File: src/rtl/urx_pkg.sv
package urx_pkg;

    localparam int BYTE_BITS = 8;
    localparam int RUN_LIMIT = 6;
    localparam logic [1:0] OPM_RAW = 2'd2;

    typedef enum logic [1:0] {
        ST_HUNT  = 2'd0,
        ST_RECV  = 2'd1,
        ST_DRAIN = 2'd2
    } rx_state_t;

    typedef enum logic [1:0] {
        LS_SE0 = 2'b00,
        LS_J   = 2'b01,
        LS_K   = 2'b10,
        LS_SE1 = 2'b11
    } line_t;

    typedef struct packed {
        logic stb;
        logic val;
    } bit_ev_t;

    function automatic logic nrzi_bit(input logic cur, input logic prev);
        return ~(cur ^ prev);
    endfunction

    function automatic line_t line_code(input logic se0, input logic lvl);
        if (se0)
            return LS_SE0;
        return lvl ? LS_J : LS_K;
    endfunction

endpackage

File: src/rtl/urx_line_front.sv
module urx_line_front
    import urx_pkg::*;
(
    input  logic    clk,
    input  logic    rst,
    input  logic    bit_stb,
    input  logic    line_lvl,
    input  logic    line_se0,
    input  logic    bypass,
    output line_t   ls_q,
    output bit_ev_t data_ev,
    output logic    eop_stb,
    output logic    sync_hit
);

    logic prev_q;
    logic hist_q;

    always_ff @(posedge clk) begin
        if (rst) begin
            prev_q <= 1'b1;
            hist_q <= 1'b1;
            ls_q   <= LS_SE0;
        end else begin
            ls_q <= line_code(line_se0, line_lvl);
            if (bit_stb) begin
                if (line_se0) begin
                    prev_q <= 1'b1;
                    hist_q <= 1'b1;
                end else begin
                    prev_q <= line_lvl;
                    hist_q <= prev_q;
                end
            end
        end
    end

    always_comb begin
        data_ev.stb = bit_stb && !line_se0;
        data_ev.val = bypass ? line_lvl : nrzi_bit(line_lvl, prev_q);
        eop_stb     = bit_stb && line_se0;
        sync_hit    = data_ev.stb && !line_lvl && !prev_q && hist_q;
    end

    // the encoder never produces the SE1 code
    a_r1_no_se1: assert property (@(posedge clk) disable iff (rst)
        ls_q != LS_SE1);

endmodule

File: src/rtl/urx_destuff.sv
module urx_destuff
    import urx_pkg::*;
#(
    parameter int RUN = RUN_LIMIT
) (
    input  logic    clk,
    input  logic    rst,
    input  logic    bypass,
    input  logic    restart,
    input  bit_ev_t in_ev,
    output bit_ev_t out_ev,
    output logic    stuff_err
);

    localparam int CW = $clog2(RUN + 1);

    logic [CW-1:0] run_q;
    logic          at_lim;

    assign at_lim = !bypass && (run_q == CW'(RUN));

    always_comb begin
        out_ev.stb = in_ev.stb && !at_lim;
        out_ev.val = in_ev.val;
        stuff_err  = in_ev.stb && at_lim && in_ev.val;
    end

    always_ff @(posedge clk) begin
        if (rst) begin
            run_q <= '0;
        end else if (restart) begin
            run_q <= CW'(1);
        end else if (in_ev.stb) begin
            if (bypass || !in_ev.val)
                run_q <= '0;
            else if (!at_lim)
                run_q <= run_q + CW'(1);
        end
    end

    // the ones run never exceeds the stuffing limit
    a_r4_run_bound: assert property (@(posedge clk) disable iff (rst)
        run_q <= CW'(RUN));

endmodule

File: src/rtl/urx_packer.sv
module urx_packer
    import urx_pkg::*;
#(
    parameter int BYTE_W = BYTE_BITS
) (
    input  logic                  clk,
    input  logic                  rst,
    input  logic                  wide,
    input  logic                  clear,
    input  logic                  flush,
    input  logic                  err_in,
    input  bit_ev_t               in_ev,
    output logic                  valid,
    output logic                  valid_hi,
    output logic                  error,
    output logic [2*BYTE_W-1:0]   data
);

    localparam int CNT_W = $clog2(BYTE_W);

    logic [BYTE_W-1:0] sh_q;
    logic [BYTE_W-1:0] lo_q;
    logic              lo_full_q;
    logic [CNT_W-1:0]  cnt_q;
    logic [BYTE_W-1:0] byte_next;
    logic              byte_done;

    assign byte_next = {in_ev.val, sh_q[BYTE_W-1:1]};
    assign byte_done = in_ev.stb && (cnt_q == CNT_W'(BYTE_W - 1));

    always_ff @(posedge clk) begin
        if (rst) begin
            sh_q      <= '0;
            lo_q      <= '0;
            lo_full_q <= 1'b0;
            cnt_q     <= '0;
            valid     <= 1'b0;
            valid_hi  <= 1'b0;
            error     <= 1'b0;
            data      <= '0;
        end else begin
            valid    <= 1'b0;
            valid_hi <= 1'b0;
            error    <= 1'b0;
            if (err_in) begin
                error     <= 1'b1;
                cnt_q     <= '0;
                lo_full_q <= 1'b0;
            end else if (clear) begin
                cnt_q     <= '0;
                lo_full_q <= 1'b0;
            end else if (flush) begin
                if (lo_full_q) begin
                    valid <= 1'b1;
                    data  <= {{BYTE_W{1'b0}}, lo_q};
                end
                cnt_q     <= '0;
                lo_full_q <= 1'b0;
            end else if (in_ev.stb) begin
                sh_q  <= byte_next;
                cnt_q <= byte_done ? '0 : cnt_q + CNT_W'(1);
                if (byte_done) begin
                    if (!wide) begin
                        valid <= 1'b1;
                        data  <= {{BYTE_W{1'b0}}, byte_next};
                    end else if (lo_full_q) begin
                        valid     <= 1'b1;
                        valid_hi  <= 1'b1;
                        data      <= {byte_next, lo_q};
                        lo_full_q <= 1'b0;
                    end else begin
                        lo_q      <= byte_next;
                        lo_full_q <= 1'b1;
                    end
                end
            end
        end
    end

    // the upper-byte flag only accompanies a word
    a_r8_hi_needs_valid: assert property (@(posedge clk) disable iff (rst)
        valid_hi |-> valid);

    // an error pulse carries no word
    a_r5_err_excl: assert property (@(posedge clk) disable iff (rst)
        error |-> !valid);

endmodule

File: src/rtl/usb_rx_deser.sv
module usb_rx_deser
    import urx_pkg::*;
#(
    parameter int BYTE_W = BYTE_BITS,
    parameter int RUN    = RUN_LIMIT
) (
    input  logic                clk,
    input  logic                rst,
    input  logic                bit_stb,
    input  logic                line_lvl,
    input  logic                line_se0,
    input  logic                wide_mode,
    input  logic [1:0]          op_mode,
    output logic                rx_active,
    output logic                rx_valid,
    output logic                rx_error,
    output logic                rx_valid_hi,
    output logic [2*BYTE_W-1:0] rx_data,
    output logic [1:0]          line_state
);

    rx_state_t state_q;
    line_t     ls_q;
    bit_ev_t   data_ev;
    bit_ev_t   rcv_ev;
    bit_ev_t   keep_ev;
    logic      eop_stb;
    logic      sync_hit;
    logic      stuff_err;
    logic      se0_seen_q;
    logic      bypass;
    logic      recv;
    logic      start;
    logic      flush;

    assign bypass     = (op_mode == OPM_RAW);
    assign recv       = (state_q == ST_RECV);
    assign start      = (state_q == ST_HUNT) && sync_hit;
    assign flush      = recv && eop_stb && se0_seen_q;
    assign rcv_ev     = '{stb: data_ev.stb && recv, val: data_ev.val};
    assign line_state = ls_q;

    urx_line_front u_front (
        .clk      (clk),
        .rst      (rst),
        .bit_stb  (bit_stb),
        .line_lvl (line_lvl),
        .line_se0 (line_se0),
        .bypass   (bypass),
        .ls_q     (ls_q),
        .data_ev  (data_ev),
        .eop_stb  (eop_stb),
        .sync_hit (sync_hit)
    );

    urx_destuff #(.RUN(RUN)) u_destuff (
        .clk       (clk),
        .rst       (rst),
        .bypass    (bypass),
        .restart   (start),
        .in_ev     (rcv_ev),
        .out_ev    (keep_ev),
        .stuff_err (stuff_err)
    );

    urx_packer #(.BYTE_W(BYTE_W)) u_packer (
        .clk      (clk),
        .rst      (rst),
        .wide     (wide_mode),
        .clear    (start),
        .flush    (flush),
        .err_in   (stuff_err),
        .in_ev    (keep_ev),
        .valid    (rx_valid),
        .valid_hi (rx_valid_hi),
        .error    (rx_error),
        .data     (rx_data)
    );

    always_ff @(posedge clk) begin
        if (rst) begin
            state_q    <= ST_HUNT;
            rx_active  <= 1'b0;
            se0_seen_q <= 1'b0;
        end else begin
            case (state_q)
                ST_HUNT: begin
                    se0_seen_q <= 1'b0;
                    if (start) begin
                        state_q   <= ST_RECV;
                        rx_active <= 1'b1;
                    end
                end
                ST_RECV: begin
                    if (stuff_err) begin
                        state_q <= ST_DRAIN;
                    end else if (eop_stb) begin
                        if (se0_seen_q)
                            state_q <= ST_DRAIN;
                        else
                            se0_seen_q <= 1'b1;
                    end else if (data_ev.stb) begin
                        se0_seen_q <= 1'b0;
                    end
                end
                ST_DRAIN: begin
                    state_q    <= ST_HUNT;
                    rx_active  <= 1'b0;
                    se0_seen_q <= 1'b0;
                end
                default: state_q <= ST_HUNT;
            endcase
        end
    end

    // words only appear inside an active packet
    a_r2_valid_in_active: assert property (@(posedge clk) disable iff (rst)
        rx_valid |-> rx_active);

    // an error ends the packet on the next clock
    a_r5_err_ends: assert property (@(posedge clk) disable iff (rst)
        rx_error |=> !rx_active);

    // each word is a single-clock pulse
    a_r6_single_pulse: assert property (@(posedge clk) disable iff (rst)
        rx_valid |=> !rx_valid);

    // leaving the packet drops the active flag
    a_r9_drain_drop: assert property (@(posedge clk) disable iff (rst)
        state_q == ST_DRAIN |=> !rx_active);

endmodule

File: config.mk
export PLATFORM = sky130hd
export DESIGN_NAME = usb_rx_deser
export DESIGN_NICKNAME = d
export VERILOG_FILES = /design/src/rtl/urx_pkg.sv /design/src/rtl/urx_line_front.sv /design/src/rtl/urx_destuff.sv /design/src/rtl/urx_packer.sv /design/src/rtl/usb_rx_deser.sv
export SDC_FILE = /design/constraint.sdc
export NUM_CORES = 1
export LEC_CHECK = 0
export ABC_AREA = 1
export BUFFER_PORTS_ARGS = -buffer_cell sky130_fd_sc_hd__buf_2
export CAP_MARGIN = 40
export CORE_MARGIN = 10
export CORE_UTILIZATION = 29
export DETAILED_ROUTE_END_ITERATION = 10
export GPL_TIMING_DRIVEN = 0
export HOLD_SLACK_MARGIN = 0.05
export REMOVE_ABC_BUFFERS = 1
export SLEW_MARGIN = 20
export SYNTH_ARGS = -nofsm -noshare
export SYNTH_HDL_FRONTEND = slang
export SYNTH_SLANG_ARGS = --single-unit
File: constraint.sdc
create_clock -name clk -period 1.37 [get_ports clk]
set_input_delay 0.274 -clock clk [delete_from_list [all_inputs] [get_ports clk]]
set_output_delay 0.274 -clock clk [all_outputs]
set_load 0.02 [all_outputs]
# == Word-level counts from Yosys, hierarchy flattened ==
# Index checks and enable logic that the tools add are counted.
# op_classes
muxes,37
n_eq_ne,14
n_bitwise,9
n_addsub,2
n_reduce_logical,41
# ops
operator,count
$mux W16,6
$mux W1,18
$logic_and A1 B1 Y1,14
$mux W2,7
$ne A3 B3 Y1 const B,4
$reduce_bool A2 Y1,5
$mux W3,3
$reduce_and A3 Y1,3
$not A1 Y1,8
$reduce_and A7 Y1,1
$reduce_or A7 Y1,1
$add A3 B1 Y3 const B,2
$eq A3 B3 Y1 const B,2
$logic_not A1 Y1,6
$ne A2 B2 Y1 const B,3
$reduce_and A2 Y1,3
$reduce_and A6 Y1,1
$eq A2 B2 Y1 const B,2
$ne A2 B1 Y1 const B,2
$pmux W1 S2,2
$pmux W2 S2,1
$reduce_and A4 Y1,1
$reduce_or A2 Y1,2
$reduce_or A4 Y1,1
other kinds (5),5
# totals
ff_bits,50
input_bits,8
out_inout_bits,22
word_cells,119

# == Longest topological paths before layout ==
# Gate-level depths: netlist (run 1).
# logic_depth
depth_word,9
mapped_depth,10
ltp_nobuf,9

# == Cells and area by module ==
# Synthesis (run 1) repeated with hierarchy kept, for this count alone.
# hier_totals
hier_cells,329
area_unflattened_um2,2339.7
# modules_own_cells
mod,n_inst,cells_per_inst,area_each_um2,seq_area_each_um2
urx_packer,1,239,1735.4,760.7
urx_destuff,1,36,246.5,60.1
usb_rx_deser,1,28,183.9,80.1
urx_line_front,1,26,173.9,80.1

# == Worst setup path before layout (run 1) ==
# Ideal clock, no wire load.
# synth_path
path_kind,flip-flop to flip-flop
from,reg u_packer.cnt_q[0]
to,reg u_packer.lo_q[7]
required_time_ns,1.257
stages_incl_launch_ff,9
n_path_buf,1
period_less_slack_ns,1.408
setup_slack_ns,-0.038
t_arrival_ns,1.295
path_cell_list,dfxtp_1 > ha_1 > ha_1 > inv_1 > nor2_4 > nand3_4 > buf_6 > nor2_1 > nor2_1
# synth_via
elab_chain_len,3
# synth_rtl
item,line_no,text
"start, declared",urx_packer.sv:24,logic [CNT_W-1:0] cnt_q;
"start signal, assigned",urx_packer.sv:61,cnt_q <= byte_done ? '0 : cnt_q + CNT_W'(1);
$eq A3 B3 Y1,urx_packer.sv:29,assign byte_done = in_ev.stb && (cnt_q == CNT_W'(BYTE_W - 1));
$logic_and A1 B1 Y1,urx_packer.sv:29,
$reduce_and A7 Y1 (no source line),-,
"end signal, assigned",urx_packer.sv:72,lo_q <= byte_next;
"end, declared",urx_packer.sv:22,logic [BYTE_W-1:0] lo_q;
# No other way between the ends.
# A chain may end at the register's enable or synchronous reset.

# == Worst setup path after layout (run 1) ==
# layout_path
from,reg u_destuff.run_q[0]
to,reg u_packer.lo_q[5]
# layout_via
elab_chain_len,6
# layout_rtl
item,line_no,text
"start, declared",urx_destuff.sv:17,logic [CW-1:0] run_q;
"start signal, assigned",urx_destuff.sv:37,run_q <= run_q + CW'(1);
$eq A3 B3 Y1 (*),urx_destuff.sv:20,assign at_lim = !bypass && (run_q == CW'(RUN));
$logic_and A1 B1 Y1 (*),urx_destuff.sv:20,
$logic_not A1 Y1 or $logic_and A1 B1 Y1 (tied branches),"urx_destuff.sv:23, urx_destuff.sv:25",
"$logic_and A1 B1 Y1, on equally long branches","urx_destuff.sv:23, urx_destuff.sv:25",
$logic_and A1 B1 Y1 or $not A1 Y1 (tied branches),-,
$reduce_and A7 Y1 (no source line) (*),-,
# Every way passes the cells marked *; elsewhere a longest branch is shown, timed or not.

==> results of run 1 <==
-- cells in the final DEF (no fill, tap or decap), drive strengths merged --
master  synthesis  final
o22ai           1      1
dfxtp          49     49
xnor2           1      1
buf             8     42
a22oi           1      1
xor2            1      1
nand3          17     18
nand4           4      4
o21ai          17     17
nand2          79     80
nand3b         14     14
clkinv          1      2
nor3            2      2
a21oi          12     12
clkbuf          3      6
nor2           70     70
ha              4      4
inv            35     36
-- registers in the layout (all words and copies together) (netlist names), 2 cells and up --
| register | flops |
|---|---|
| u_packer.data | 16 |
| u_packer.lo_q | 8 |
| u_packer.cnt_q | 3 |
| u_destuff.run_q | 3 |
| state_q | 2 |
| u_packer.sh_q | 7 |
| u_front.ls_q | 2 |
-- power by group --
| part | switching (uW) | internal [uW] | leakage (uW) |
|---|---|---|---|
| Sequential | 3.85 | 1430 | 0.000397 |
| Combinational | 89.7 | 35.4 | 0.000954 |
| Clock | 488 | 365 | 0.0000456 |
| Total | 582 | 1830 | 0.00140 |
-- metal layers --
metal	GRT usage	part of all wire	wire length [um]	up-vias
li1	-	-	-	1081
met1	0.115	0.45	2470	972
met2	0.169	0.50	2710	28
met3	0.0149	0.035	192	5
met4	0.0311	0.015	80	0
met5	0	0	0	-
-- kinds of logic after synthesis --
group / after synthesis / share of synthesized area
and+or+nand+nor: 186 / 0.381
xor gates and xnor gates: 2 / 0.00770
buffers and inverters: 47 / 0.0886
adders and majority gates: 4 / 0.0220
AOI/OAI and AO/OA: 31 / 0.0699
DFF: 49 / 0.431
-- stage by stage --
stage	hold slack [ns]	worst slack (ns)	instances	power [uW]	setup TNS (ns)
after floorplan	0.343	-0.0391	308	1530	-0.426
after global placement	0.460	-0.815	439	1570	-19.03
after detailed placement	0.471	-0.342	440	1580	-7.95
after CTS	0.178	-0.0708	458	2440	-0.741
after global routing	0.177	-0.140	462	2520	-3.50
final	0.185	-0.0473	462	2410	-0.644
-- path summary, 6_finish.rpt --
path                       to  cells after the start  slack [ns]
max          u_packer.lo_q[5]                      9       -0.05
min           u_front.ls_q[1]                      2        0.19
max reg2reg  u_packer.lo_q[5]                      9       -0.05
min reg2reg         rx_active                      2        0.49
-- final cells by class --
class / count / area, sq um
multi-input combinational: 225 / 1290
sequential: 49 / 988
inverter: 36 / 145
timing repair buffer: 42 / 283
fill: 801 / 4760
tap: 102 / 128
clock buffer: 6 / 72.6
clock inverter: 2 / 13.8
-- repair_timing --
action,in CTS,in global routing
pin swaps,9,14
cloned,2,0
resized for setup,27,35
endpoints found under the setup margin,33,38
buffers inserted,8,4
==> impl_metrics.ini, run 1 <==
[die]
pin_count = 30
dieArea_sq_mm = 0.0118
rows = 32
initial_core_util = 0.296
dieHeight_um = 109
die_w_um = 109
core_area_sq_mm = 0.00769

[drt]
drt-vias-per-instance = 4.52
wl_per_cell_um = 11.8
drtAntennaViolNets = 0
routed_wl_um = 5450
first_pass_iters = 4
drc_errors = 0
vias = 2086
first_iter_violations = 161

[timing]
finalClockSkew_ns = 0.00992
hold_viol_final = 0
min_period_ns = 1.42
period_share = 1.03
layout_setup_ws_ns = -0.0473
tightestPinTransition_ns = 0.522
slew_headroom = 0.650
fmax_ghz = 0.706
setup_violations = 28
rsz0062_at_grt = yes
slew_violations = 0

[placed_design]
dp_hpwl_um = 3490
place.gp.congestion = 0.733
placed_area_sq_mm = 0.00250
portBuffers = 29

[critical_path]
path_common_cell = nand3_4
worstPathCellList = inv_2 -> ha_4 -> nand3_4 -> nand2_8 -> nor2_4 -> nand3_4 -> nand2_2 -> nand2_1 -> nor2_1
cp_max_fo = 8
worst-setup-path-type = reg -> reg
cp_top_family = simple AND/OR/NAND/NOR gates
max_stage_delay_ns = 0.34
r2r-start = u_destuff.run_q[0]
critPathArrivalTime_ns = 1.66
cp-startpoint = u_destuff.run_q[0]
cp_num_buf_inv = 1
cp-start-kind = flop
end_kind = flop
required_ns = 1.62
cp_slowest_cell = dfxtp_2

[final_layout]
areaGrowthSynthToFinish_pct = 28.5
fin_util = 0.380
drive_above_1_share = 0.289
n_antenna_cell = 0
finalInstanceArea_sq_mm = 0.00292
nets = 371

[yosys]
ys_seq_area_frac = 0.431
synth_ff_type = dfxtp_1
avgSynthCellArea_sq_um = 7.13
netlist_top_cells_area = dfxtp_1 (43%), nand2_1 (12%), nor2_1 (11%)
synth_edf_count = 0
synth_area_sq_mm = 0.00227
synthTopCellsByCount = nand2_1 (71), nor2_1 (68), dfxtp_1 (49), inv_1 (33), nand3_1 (15)
ys_warn_count = 0
postSynthCellCount = 319
synth_cell_type_count = 29
synth_top_area_frac = 0.431
yosysMostFrequentCell = nand2_1
async_flop_share = 0
synth_seq_cells = 49
synth_top_area_cell = dfxtp_1

[grt]
grt.overflow.total = 0
grt_usage = 0.0957
grt_pass1_wl_um = 9390
antenna_found_initial = 0
grt_pass1_vias = 1994
grt_max_degree = 22

[outcome]
status = finished with violations
violations = negative setup slack

[min_path]
hold_path_class = in -> reg
min_from = line_se0

[power_and_ir_drop]
p_per_area_mw_per_mm2 = 825
p_leak_uw = 0.00140
ir_drop_mv = 0.350

[flow_run]
drv_cap = 0

[clock_tree]
cts_tree = yes
numCtsBuffers = 5
cts_root_buffer = clkbuf_8
cts-htree-levels = 2
clock_latency_ns = 0.30
postCtsHoldBufs = 0
clk_pin_slew_ns = 0.09
clock_sinks = 49
cts_buffer_depth = 2
Note: power is estimated with default switching activity, not from simulation.
==> inputs of run 2 (changes only) <==
--- a/config.mk
+++ b/config.mk
@@ -9,10 +9,11 @@
 export BUFFER_PORTS_ARGS = -buffer_cell sky130_fd_sc_hd__buf_2
 export CAP_MARGIN = 40
 export CORE_MARGIN = 10
-export CORE_UTILIZATION = 29
+export CORE_UTILIZATION = 51
 export DETAILED_ROUTE_END_ITERATION = 10
 export GPL_TIMING_DRIVEN = 0
 export HOLD_SLACK_MARGIN = 0.05
+export PLACE_DENSITY = 0.75
 export REMOVE_ABC_BUFFERS = 1
 export SLEW_MARGIN = 20
 export SYNTH_ARGS = -nofsm -noshare
==> run 2 against run 1 <==
Effect of this change: the flow still finishes with violations (negative setup slack); largest cell class unchanged; worst setup slack worse by 0.054 ns; critical endpoint unchanged; flip-flop and latch count unchanged; first-iteration DRC count up 67%; sequential power about the same.
==> impl_metrics.ini, run 2 (synthesized netlist as in run 1, its figures left out) <==
[outcome]
status = finished with violations
violations = negative setup slack

[grt]
grt_usage = 0.151
grt_max_degree = 26
antenna_found_initial = 0
grt.overflow.total = 0
grt_pass1_wl_um = 9380
grt_pass1_vias = 2013

[timing]
tightestPinTransition_ns = 0.473
setup_violations = 27
period_share = 1.07
slew_headroom = 0.683
finalClockSkew_ns = 0.00706
slew_violations = 0
rsz0062_at_grt = yes
fmax_ghz = 0.680
min_period_ns = 1.47
hold_viol_final = 0
layout_setup_ws_ns = -0.101

[drt]
drc_errors = 0
drtAntennaViolNets = 0
vias = 2213
drt-vias-per-instance = 5.33
first_iter_violations = 269
wl_per_cell_um = 14.7
first_pass_iters = 5
routed_wl_um = 6120

[die]
initial_core_util = 0.526
die_w_um = 86.8
rows = 24
pin_count = 30
dieHeight_um = 86.8
dieArea_sq_mm = 0.00753
core_area_sq_mm = 0.00432

[final_layout]
finalNonFillerCells = 415
most-common-layout-cells = nand2_1 (61), nor2_1 (52), dfxtp_1 (42), inv_1 (29), buf_2 (29)
fill_cells = 327
ff_latch_area_sq_um = 992
reg_top3 = u_packer.data: 16 flops, u_packer.lo_q: 8 flops, u_packer.sh_q: 7 flops
multiInputGateArea_sq_mm = 0.00134
regMostFlops = u_packer.data
nets = 374
areaGrowthSynthToFinish_pct = 29.9
final_common_cell = nand2_1
largest_reg_flops = 16
n_antenna_cell = 0
drive_above_1_share = 0.311

[critical_path]
cp-start-kind = flop
cp_slowest_cell = dfxtp_2
required_ns = 1.58
r2r_end = u_packer.lo_q[5]
cp_max_fo = 8
r2r_setup_slack_ns = -0.10
reg2reg_depth = 8
end_kind = flop
worst-setup-path-type = reg -> reg
critPathArrivalTime_ns = 1.68
worstPathCellList = inv_2 -> ha_4 -> nand3_4 -> nand2_8 -> nor2_4 -> nand3_4 -> nor2_1 -> nor2_1
max_stage_delay_ns = 0.34
r2r-start = u_destuff.run_q[0]

[power_and_ir_drop]
p_per_area_mw_per_mm2 = 814
ir_drop_mv = 0.415
p_total_uw = 2410
p_leak_uw = 0.00143

[placed_design]
dp_slack_ns = -0.335
place.gp.congestion = 0.778
dp_cells = 390
dp_hpwl_um = 3340
portBuffers = 29

[min_path]
min_path_cells = 2
hold_end = u_front.ls_q[0]
hold_path_class = in -> reg
min_from = line_se0

[clock_tree]
cts-htree-levels = 2
clk_pin_slew_ns = 0.09
clock_sinks = 49
numCtsBuffers = 5
cts_root_buffer = clkbuf_8
cts_tree = yes
cts_buffer_depth = 2
clock_latency_ns = 0.30

[flow_run]
drv_cap = 0
==> run 2: changes by cell type in the layout (fill, tap and decap cells not counted), sizes merged <==
cell	change
clkinvlp	+1
clkbuf	+1
clkinv	-1
buf	+2
==> run 2: worst max path at each step <==
stage	endpoint	slack (ns)	start
floorplan	u_packer.lo_q[0]	-0.04	u_destuff.run_q[0]
global placement	u_packer.valid_hi	-0.75	rst
detailed placement	u_packer.data[7]	-0.34	bit_stb
CTS	u_packer.data[2]	-0.06	u_destuff.run_q[0]
global route	u_packer.cnt_q[1]	-0.18	u_destuff.run_q[0]
finish	u_packer.lo_q[5]	-0.10	u_destuff.run_q[0]
==> run 2: stage by stage <==
stage               utilization  setup TNS (ns)  cell area (sq um)  hold slack (ns)
global route              0.683           -3.77               2950            0.188
detailed placement        0.566           -7.54               2450            0.470
global placement          0.559          -17.35               2420            0.459
CTS                       0.656          -0.640               2840            0.179
finish                    0.683           -1.59               2950            0.180
floorplan                     -          -0.426               2210            0.343
==> run 2: layout make-up <==
type,count,share of cell area
clock inverters,1,0.00254
clock buffers,7,0.0258
inverters,36,0.0491
repair inverters,1,0.00381
flip-flops and latches,49,0.336
well taps,52,0.0220
multi-input cells,225,0.452
repair buffers,44,0.109
==> run 2: timing repair <==
item                                    CTS  global route
pin swaps                                12             9
endpoints found under the setup margin   33            36
cloned                                    4             0
resized for setup                        44            37
setup buffers                            12             1
hold buffers                              0             0
==> run 2: metal layers <==
layer  track usage  share of wire  wire [um]  vias up
met5             0              0          0        -
met4        0.0515          0.029        178        0
met3        0.0413          0.085        518       22
met2         0.257           0.48       2960      106
met1         0.177           0.40       2470      997
li1              -              -          -     1088
==> run 2: worst max-delay path: cells and delay by family (launching register included) <==
kind | cells | cell delay (ns)
buf+inv | 1 | 0.05
flops | 1 | 0.34
fa+ha+maj | 1 | 0.16
simple gates | 6 | 0.83
==> run 2: report_power, final <==
part / internal (uW) / switching (uW)
combinational: 41.7 / 98.6
clock: 362 / 472
sequential: 1430 / 4.08
==> inputs of run 3 (changes only) <==
--- a/config.mk
+++ b/config.mk
@@ -5,7 +5,6 @@
 export SDC_FILE = /design/constraint.sdc
 export NUM_CORES = 1
 export LEC_CHECK = 0
-export ABC_AREA = 1
 export BUFFER_PORTS_ARGS = -buffer_cell sky130_fd_sc_hd__buf_2
 export CAP_MARGIN = 40
 export CORE_MARGIN = 10
==> run 3 against run 2 <==
Effect of this change: the run still ends with negative setup slack left; synthesized area up 1.7%; global-route usage grew 1.1 points; utilization up 2.5 points; combinational power increased by 17%; cell area rose by 5.1%; sequential share of layout area shrank 1.4 points; final cell count shrank 9.6%; synthesized cell count is 15% lower; worst hold slack improved by 0.15 ns; first-iteration DRC count decreased by 55%; worst setup slack worse by 0.12 ns; wire length up 8.2%; largest power group unchanged.
==> impl_metrics.ini, run 3 <==
[final_layout]
largest_reg_flops = 16
most-common-layout-cells = nand2_1 (44), dfxtp_1 (41), buf_2 (29), mux2i_1 (24), buf_4 (22)
drive_above_1_share = 0.334
areaGrowthSynthToFinish_pct = 34.3
fill_cells = 324
regMostFlops = u_packer.data
final_common_cell = nand2_1
reg_top3 = u_packer.data: 16 flops, u_packer.lo_q: 8 flops, u_packer.sh_q: 7 flops
finalNonFillerCells = 375
n_antenna_cell = 0
finalInstanceArea_sq_mm = 0.00311
nets = 334

[critical_path]
r2r-start = u_destuff.run_q[0]
cp_slowest_cell = dfxtp_2
cp-startpoint = u_destuff.run_q[0]
cp_top_family = compound AO/OA/AOI/OAI gates
cp-start-kind = flop
cp_num_buf_inv = 3
worstPathCellList = inv_2 -> ha_4 -> nand2_4 -> buf_6 -> o2111ai_4 -> buf_4 -> nor3_2 -> a211oi_1
required_ns = 1.57
worst-setup-path-type = reg -> reg
critPathArrivalTime_ns = 1.79
end_kind = flop
max_stage_delay_ns = 0.34
cp_max_fo = 5

[grt]
grt.overflow.total = 0
grt_usage = 0.162
grt_max_degree = 30
grt_pass1_wl_um = 10200
antenna_found_initial = 0
grt_pass1_vias = 2130

[drt]
drt-vias-per-instance = 5.89
drtAntennaViolNets = 0
wl_per_cell_um = 17.7
drc_errors = 0
first_iter_violations = 122
first_pass_iters = 4
vias = 2208
routed_wl_um = 6620

[power_and_ir_drop]
ir_drop_mv = 0.941
p_per_area_mw_per_mm2 = 865
p_leak_uw = 0.00133
p_total_uw = 2690

[placed_design]
dp_cells = 336
dp_slack_ns = -0.742
dp_hpwl_um = 3400
place.gp.congestion = 0.842
placed_area_sq_mm = 0.00245
portBuffers = 29

[clock_tree]
cts_buffer_depth = 2
cts-htree-levels = 2
numCtsBuffers = 5
clock_latency_ns = 0.31
postCtsHoldBufs = 0
clock_sinks = 49
cts_tree = yes
cts_root_buffer = clkbuf_8
clk_pin_slew_ns = 0.10

[die]
rows = 24
initial_core_util = 0.527
core_area_sq_mm = 0.00438
pin_count = 30
dieHeight_um = 87.3
die_w_um = 87.3
dieArea_sq_mm = 0.00763

[yosys]
netlist_top_cells_area = dfxtp_1 (42%), mux2i_1 (10%), nand2_1 (7.3%)
synth_cell_type_count = 46
synthTopCellsByCount = dfxtp_1 (49), nand2_1 (45), mux2i_1 (24), a21oi_1 (20), o21ai_0 (20)
ys_warn_count = 0
async_flop_share = 0
avgSynthCellArea_sq_um = 8.50
synth_top_area_frac = 0.424
synth_top_area_cell = dfxtp_1
synth_seq_cells = 49
synth_ff_type = dfxtp_1
ys_seq_area_frac = 0.424
synth_area_sq_mm = 0.00231
postSynthCellCount = 272
synth_edf_count = 0
yosysMostFrequentCell = dfxtp_1

[timing]
slew_violations = 0
finalClockSkew_ns = 0.00997
layout_setup_ws_ns = -0.221
period_share = 1.16
min_period_ns = 1.59
rsz0062_at_grt = yes
slew_headroom = 0.585
fmax_ghz = 0.629
hold_slack_ns = 0.325
hold_viol_final = 0
tightestPinTransition_ns = 0.617
setup_violations = 44

[min_path]
min_from = bit_stb
hold_path_class = in -> reg

[outcome]
violations = negative setup slack
status = finished with violations

[flow_run]
drv_cap = 0
## run 3: worst register-to-register path, delay by kind of cell (launching register included)
| kind | cells | cell delay, ns |
|---|---|---|
| AO/OA/AOI/OAI | 2 | 0.55 |
| buffers and inverters | 3 | 0.37 |
| flip-flops | 1 | 0.34 |
| adder cells (fa/ha/maj) | 1 | 0.13 |
| AND/OR/NAND/NOR | 2 | 0.09 |
## run 3: stage by stage
stage          utilization  TNS (ns)
2_1_floorplan            -    -15.25
3_3_place_gp         0.547    -35.42
3_5_place_dp         0.558    -22.52
4_1_cts              0.660     -3.04
5_1_grt              0.708     -8.12
6_report             0.708     -5.37
## run 3: worst paths after layout
check | endpoint | slack [ns] | depth (start not counted)
max | u_packer.lo_q[7] | -0.22 | 8
min | se0_seen_q | 0.33 | 3
max reg2reg | u_packer.lo_q[7] | -0.22 | 8
min reg2reg | u_packer.data[5] | 0.46 | 2
## run 3: logic make-up after synthesis
| family | Yosys count | share of synthesized area |
|---|---|---|
| mux | 24 | 0.104 |
| simple gates | 110 | 0.238 |
| xor+xnor | 1 | 0.00379 |
| buf+inv | 27 | 0.0649 |
| compound gates | 57 | 0.144 |
| fa+ha+maj | 4 | 0.0216 |
| flops | 49 | 0.424 |
## run 3: cell type report
cell class,count,area (sq um),share of cell area
inverters,7,26.3,0.00846
repair buffers,61,473,0.152
flip-flops and latches,49,1000,0.322
well taps,52,65.1,0.0210
clock buffers,6,82.6,0.0266
clock inverters,2,37.5,0.0121
multi-input cells,198,1420,0.457
## run 3: report_power, final
group / internal (uW) / switching (uW)
Clock: 594 / 501
Combinational: 52.6 / 112
Sequential: 1420 / 5.87
## run 3: metal layers
metal / vias to the layer above / global-route usage / routed length [um]
li1: 1053 / - / -
met1: 1054 / 0.186 / 2710
met2: 79 / 0.266 / 3240
met3: 22 / 0.0515 / 419
met4: 0 / 0.0783 / 257
met5: - / 0 / 0
## run 3: timing repair
item	CTS	global route
gates cloned	1	2
setup endpoints to repair	43	44
setup buffers	18	10
gates resized for setup	42	23
pin swaps	6	17
